**src/rtl/tmr_vote_pkg.sv**
```systemverilog
package tmr_vote_pkg;
   localparam int unsigned NDOM = 3;

   // index of the domain k steps after domain d, wrapping around the ring
   function automatic int unsigned peer_dom(input int unsigned d, input int unsigned k);
      return (d + k) % NDOM;
   endfunction
endpackage

```
**src/rtl/tmr_maj_voter.sv**
```systemverilog
module tmr_maj_voter #(
   parameter int unsigned W = 8
) (
   input  logic [W-1:0] a_i,
   input  logic [W-1:0] b_i,
   input  logic [W-1:0] c_i,
   output logic [W-1:0] y_o
);
   if (W < 1) begin : g_bad_w
      $error("tmr_maj_voter: W must be at least 1");
   end

   assign y_o = (a_i & b_i) | (b_i & c_i) | (a_i & c_i);

   // any agreeing pair must win its bit position
   always_comb begin
      for (int i = 0; i < W; i++) begin
         p_pair_wins_r1: assert ((a_i[i] != b_i[i] || y_o[i] == a_i[i]) &&
                                 (a_i[i] != c_i[i] || y_o[i] == a_i[i]) &&
                                 (b_i[i] != c_i[i] || y_o[i] == b_i[i]))
            else $error("voter output lost to a minority at bit %0d", i);
      end
   end
endmodule

```
**src/rtl/tmr_minority_voter.sv**
```systemverilog
module tmr_minority_voter #(
   parameter int unsigned W = 8
) (
   input  logic [W-1:0] own_i,
   input  logic [W-1:0] oth_a_i,
   input  logic [W-1:0] oth_b_i,
   output logic [W-1:0] release_o
);
   if (W < 1) begin : g_bad_w
      $error("tmr_minority_voter: W must be at least 1");
   end

   // release a bit only when the two peers agree and this copy is the odd one out
   assign release_o = (own_i ^ oth_a_i) & ~(oth_a_i ^ oth_b_i);

   always_comb begin
      for (int i = 0; i < W; i++) begin
         p_release_cause_r3: assert (!release_o[i] ||
                                     (own_i[i] != oth_a_i[i] && own_i[i] != oth_b_i[i]))
            else $error("pin released at bit %0d without being the minority", i);
      end
   end
endmodule

```
**src/rtl/tmr_dom_reg.sv**
```systemverilog
module tmr_dom_reg #(
   parameter int unsigned W = 8
) (
   input  logic         clk_i,
   input  logic         rst_ni,
   input  logic [W-1:0] d_i,
   output logic [W-1:0] q_o
);
   if (W < 1) begin : g_bad_w
      $error("tmr_dom_reg: W must be at least 1");
   end

   always_ff @(posedge clk_i or negedge rst_ni) begin
      if (!rst_ni) q_o <= '0;
      else         q_o <= d_i;
   end

   // the copy holds what the domain voter offered at its own previous edge
   p_reload_r6: assert property (@(posedge clk_i) disable iff (!rst_ni)
                                 rst_ni |=> q_o == $past(d_i))
      else $error("domain register did not reload its voted input");

   always_comb begin
      p_reset_zero_r8: assert (rst_ni || q_o == '0)
         else $error("domain register nonzero during reset");
   end
endmodule

```
**src/rtl/tmr_out_stage.sv**
```systemverilog
module tmr_out_stage #(
   parameter int unsigned W          = 8,
   parameter bit          REGISTERED = 1'b0
) (
   input  logic [2:0]   dom_clk,
   input  logic [2:0]   dom_rst_n,
   input  logic [W-1:0] mod0_res,
   input  logic [W-1:0] mod1_res,
   input  logic [W-1:0] mod2_res,
   output logic [W-1:0] voted0_o,
   output logic [W-1:0] voted1_o,
   output logic [W-1:0] voted2_o,
   output logic [W-1:0] pin0_o,
   output logic [W-1:0] pin1_o,
   output logic [W-1:0] pin2_o,
   output logic [W-1:0] pin_oe_n0_o,
   output logic [W-1:0] pin_oe_n1_o,
   output logic [W-1:0] pin_oe_n2_o,
   output logic [W-1:0] disagree0_o,
   output logic [W-1:0] disagree1_o,
   output logic [W-1:0] disagree2_o
);
   import tmr_vote_pkg::*;

   if (W < 1) begin : g_bad_w
      $error("tmr_out_stage: W must be at least 1");
   end
   if (NDOM != 3) begin : g_bad_ndom
      $error("tmr_out_stage: exactly three domains are supported");
   end

   logic [NDOM-1:0][W-1:0] mod_v;
   logic [NDOM-1:0][W-1:0] vote_v;
   logic [NDOM-1:0][W-1:0] stage_v;
   logic [NDOM-1:0][W-1:0] voted_v;
   logic [NDOM-1:0][W-1:0] rel_v;

   assign mod_v[0] = mod0_res;
   assign mod_v[1] = mod1_res;
   assign mod_v[2] = mod2_res;

   for (genvar d = 0; d < NDOM; d++) begin : g_dom
      localparam int unsigned NXT = peer_dom(d, 1);
      localparam int unsigned PRV = peer_dom(d, 2);

      tmr_maj_voter #(.W(W)) u_maj (
         .a_i (mod_v[d]),
         .b_i (mod_v[NXT]),
         .c_i (mod_v[PRV]),
         .y_o (vote_v[d])
      );

      if (REGISTERED) begin : g_reg
         tmr_dom_reg #(.W(W)) u_reg (
            .clk_i  (dom_clk[d]),
            .rst_ni (dom_rst_n[d]),
            .d_i    (vote_v[d]),
            .q_o    (stage_v[d])
         );
         assign voted_v[d] = stage_v[d];
      end else begin : g_comb
         assign stage_v[d] = mod_v[d];
         assign voted_v[d] = vote_v[d];
      end

      tmr_minority_voter #(.W(W)) u_min (
         .own_i     (stage_v[d]),
         .oth_a_i   (stage_v[NXT]),
         .oth_b_i   (stage_v[PRV]),
         .release_o (rel_v[d])
      );
   end

   if (!REGISTERED) begin : g_no_clk
      logic unused_clk_rst;
      assign unused_clk_rst = ^{dom_clk, dom_rst_n};
   end

   assign voted0_o    = voted_v[0];
   assign voted1_o    = voted_v[1];
   assign voted2_o    = voted_v[2];
   assign pin0_o      = stage_v[0];
   assign pin1_o      = stage_v[1];
   assign pin2_o      = stage_v[2];
   assign pin_oe_n0_o = rel_v[0];
   assign pin_oe_n1_o = rel_v[1];
   assign pin_oe_n2_o = rel_v[2];
   assign disagree0_o = rel_v[0];
   assign disagree1_o = rel_v[1];
   assign disagree2_o = rel_v[2];

   // shared external node: no two active drivers differ, and a majority always drives
   always_comb begin
      for (int i = 0; i < W; i++) begin
         p_no_fight_r4: assert ((rel_v[0][i] || rel_v[1][i] || stage_v[0][i] == stage_v[1][i]) &&
                                (rel_v[1][i] || rel_v[2][i] || stage_v[1][i] == stage_v[2][i]) &&
                                (rel_v[0][i] || rel_v[2][i] || stage_v[0][i] == stage_v[2][i]))
            else $error("two driving pins disagree at bit %0d", i);
         p_two_drive_r5: assert ($countones(~{rel_v[0][i], rel_v[1][i], rel_v[2][i]}) >= 2)
            else $error("fewer than two pins drive bit %0d", i);
      end
   end
endmodule

```
**config.mk**
```make
export PLATFORM = sky130hd
export DESIGN_NAME = tmr_out_stage
export DESIGN_NICKNAME = d
export VERILOG_FILES = /design/src/rtl/tmr_vote_pkg.sv /design/src/rtl/tmr_maj_voter.sv /design/src/rtl/tmr_minority_voter.sv /design/src/rtl/tmr_dom_reg.sv /design/src/rtl/tmr_out_stage.sv
export SDC_FILE = /design/constraint.sdc
export NUM_CORES = 1
export LEC_CHECK = 0
export BUFFER_PORTS_ARGS = -buffer_cell sky130_fd_sc_hd__buf_2
export CORE_MARGIN = 4
export CORE_UTILIZATION = 30
export DETAILED_ROUTE_END_ITERATION = 6
export PLACE_DENSITY = 0.78
export SYNTH_ARGS = -nofsm -noshare
export SYNTH_HDL_FRONTEND = slang
export SYNTH_SLANG_ARGS = --single-unit
```
**constraint.sdc**
```tcl
create_clock -name vclk -period 0.8
set_input_delay 0.04 -clock vclk [all_inputs]
set_output_delay 0.04 -clock vclk [all_outputs]
set_load 0.01 [all_outputs]
```
==> results.json <==
{
  "report.final.hold_viol_count": 0,
  "ant_nets": 0,
  "drc": 0,
  "min_period_over_period_pct": 106,
  "worst_ir_drop_vdd_v": 0.000453,
  "grt_pass1_wl_mm": 4.44,
  "muxShareOfSynthArea_pct": 0,
  "die_w_um": 64.6,
  "seqCellArea_um2": 0,
  "drt_iter0_markers": 20,
  "path_class": "in -> out",
  "setup_tns_ns": -0.819,
  "port_buffers": 120,
  "finalMaxSlewViolations": 0,
  "required_ns": 0.76,
  "gp_congestion": 0.638,
  "p_leak_nw": 0.939,
  "setup_ws_ns": -0.0520,
  "crit_arrival_ns": 0.81,
  "drv_cap": 0,
  "synth_area_um2": 961,
  "power_density_nw_per_um2": 805,
  "grt_usage_pct": 12.7,
  "grt_max_degree": 4,
  "rsz0062_at_grt": "yes",
  "synth_xor_area_share_pct": 0,
  "place_hpwl_mm": 2.15,
  "synth_fp_nets": 174,
  "drive_gt1_share_pct": 82.4,
  "synth_top_family_by_area": "buffers and inverters",
  "finalWirelength_mm": 3.04,
  "synthDistinctLibCells": 4,
  "grt_pass1_vias": 973,
  "hp-start": "mod2_res[3]",
  "die_h_um": 64.6,
  "design.seq.count": 0,
  "setup_viol": 24,
  "fin_crit_ns": 0.852,
  "yosysSeqAreaShare_pct": 0,
  "worst_pin_slew_ns": 0.150,
  "cell_internal_pwr_w": 0.000800,
  "status": "finished with violations",
  "clock_buffers": 0,
  "yosys_warnings": 0,
  "rows": 20,
  "cts_hold_buf": 0,
  "yosys.area_share.adder_pct": 31.3,
  "worst_hold_path.endpoint": "pin2_o[3]",
  "num-nets-final": 249,
  "io-pin-count": 126,
  "syn_avg_cell_area_um2": 8.01,
  "insertedDiodeCount": 0,
  "wl_per_cell_um": 12.8,
  "pwr-share-comb_pct": 100.0,
  "p_sw_share_pct": 45.6,
  "syn_to_final_growth_pct": 90.2,
  "hold_path_depth": 2,
  "slew_headroom_pct": 90.0,
  "critPathCaptureType": "primary output",
  "antenna_found_initial": 0,
  "synth_simple_gate_area_share_pct": 31.3,
  "power_w": 0.00147,
  "core_um2": 3050,
  "synthCells": 120,
  "worstPathMaxFanout": 3,
  "overflow": 0,
  "p_sw_w": 0.000671,
  "crit_start": "mod0_res[2]",
  "synth-compound-area-share_pct": 0,
  "startpoint_type": "input port",
  "cts_setup_buffers": 0,
  "violations": "negative setup slack",
  "first_pass_iters": 4,
  "max_freq_mhz": 1170,
  "final_cell_mix": "buf_2, or3_1, ha_4",
  "final_common_cell": "buf_2",
  "p_seq_share_pct": 0,
  "viasPerCell": 4.41,
  "hold_path_class": "in -> out",
  "die_area_um2": 4170,
  "vias": 1045,
  "start_util_pct": 31.5,
  "clkPwrFrac_pct": 0
}
==> cell type report <==
type | instances | area [um2]
tap | 44 | 55.1
multi-input combinational | 72 | 911
fill | 271 | 1220
timing repair buffer | 121 | 862
==> worst max path at each step <==
| stage | to | slack [ns] | depth (start not counted) |
|---|---|---|---|
| after floorplan | pin_oe_n0_o[0] | 0.04 | 3 |
| after global placement | voted1_o[3] | -0.11 | 4 |
| after detailed placement | voted2_o[4] | -0.12 | 4 |
| after CTS | voted2_o[6] | -0.05 | 4 |
| after global routing | voted2_o[4] | -0.08 | 4 |
| final | voted1_o[2] | -0.05 | 4 |
==> stage by stage <==
step	instance area, um2	utilization [%]	cells	hold slack, ns	setup slack, ns
after global placement	1260	41.4	237	0.302	-0.108
after floorplan	961	-	120	0.172	0.0401
final	1830	59.9	237	0.280	-0.0520
after CTS	1690	55.3	237	0.281	-0.0469
after global routing	1830	59.9	237	0.283	-0.0752
after detailed placement	1260	41.4	237	0.303	-0.119
==> cells by family (layout without fill, tap and decap cells) <==
group / after synthesis / count (layout)
buf+inv: 48 / 121
simple gates: 48 / 48
fa+ha+maj: 24 / 24
==> critical path: stages <==
cell	delay (ns)
buf_8	0.11
ha_4	0.15
or3_1	0.37
buf_2	0.15
==> cells in the mapped netlist, drive strengths merged <==
cell type | n | area share (%)
ha | 24 | 31
or3 | 24 | 16
buf | 48 | 38
nor2b | 24 | 16
==> power groups by stage <==
stage                     Combinational [W]  Sequential, W  Clock, W
after global placement              0.00107              0         0
final                               0.00147              0         0
after floorplan                    0.000805              0         0
after CTS                           0.00131              0         0
after global routing                0.00161              0         0
after detailed placement            0.00108              0         0
==> repair_timing <==
action	in CTS	in global routing
pin swaps	39	13
endpoints found under the setup margin	32	47
gates resized for setup	103	30
==> routing by layer <==
layer	part of all wire [%]	routed length, um	up-vias	GRT usage, %
li1	-	-	511	-
met1	30	918	478	11.2
met2	63	1910	54	30.8
met3	6.0	182	2	0.347
met4	0.76	23	0	0.792
met5	0	0	-	0
Power figures use the tool's default switching activity.
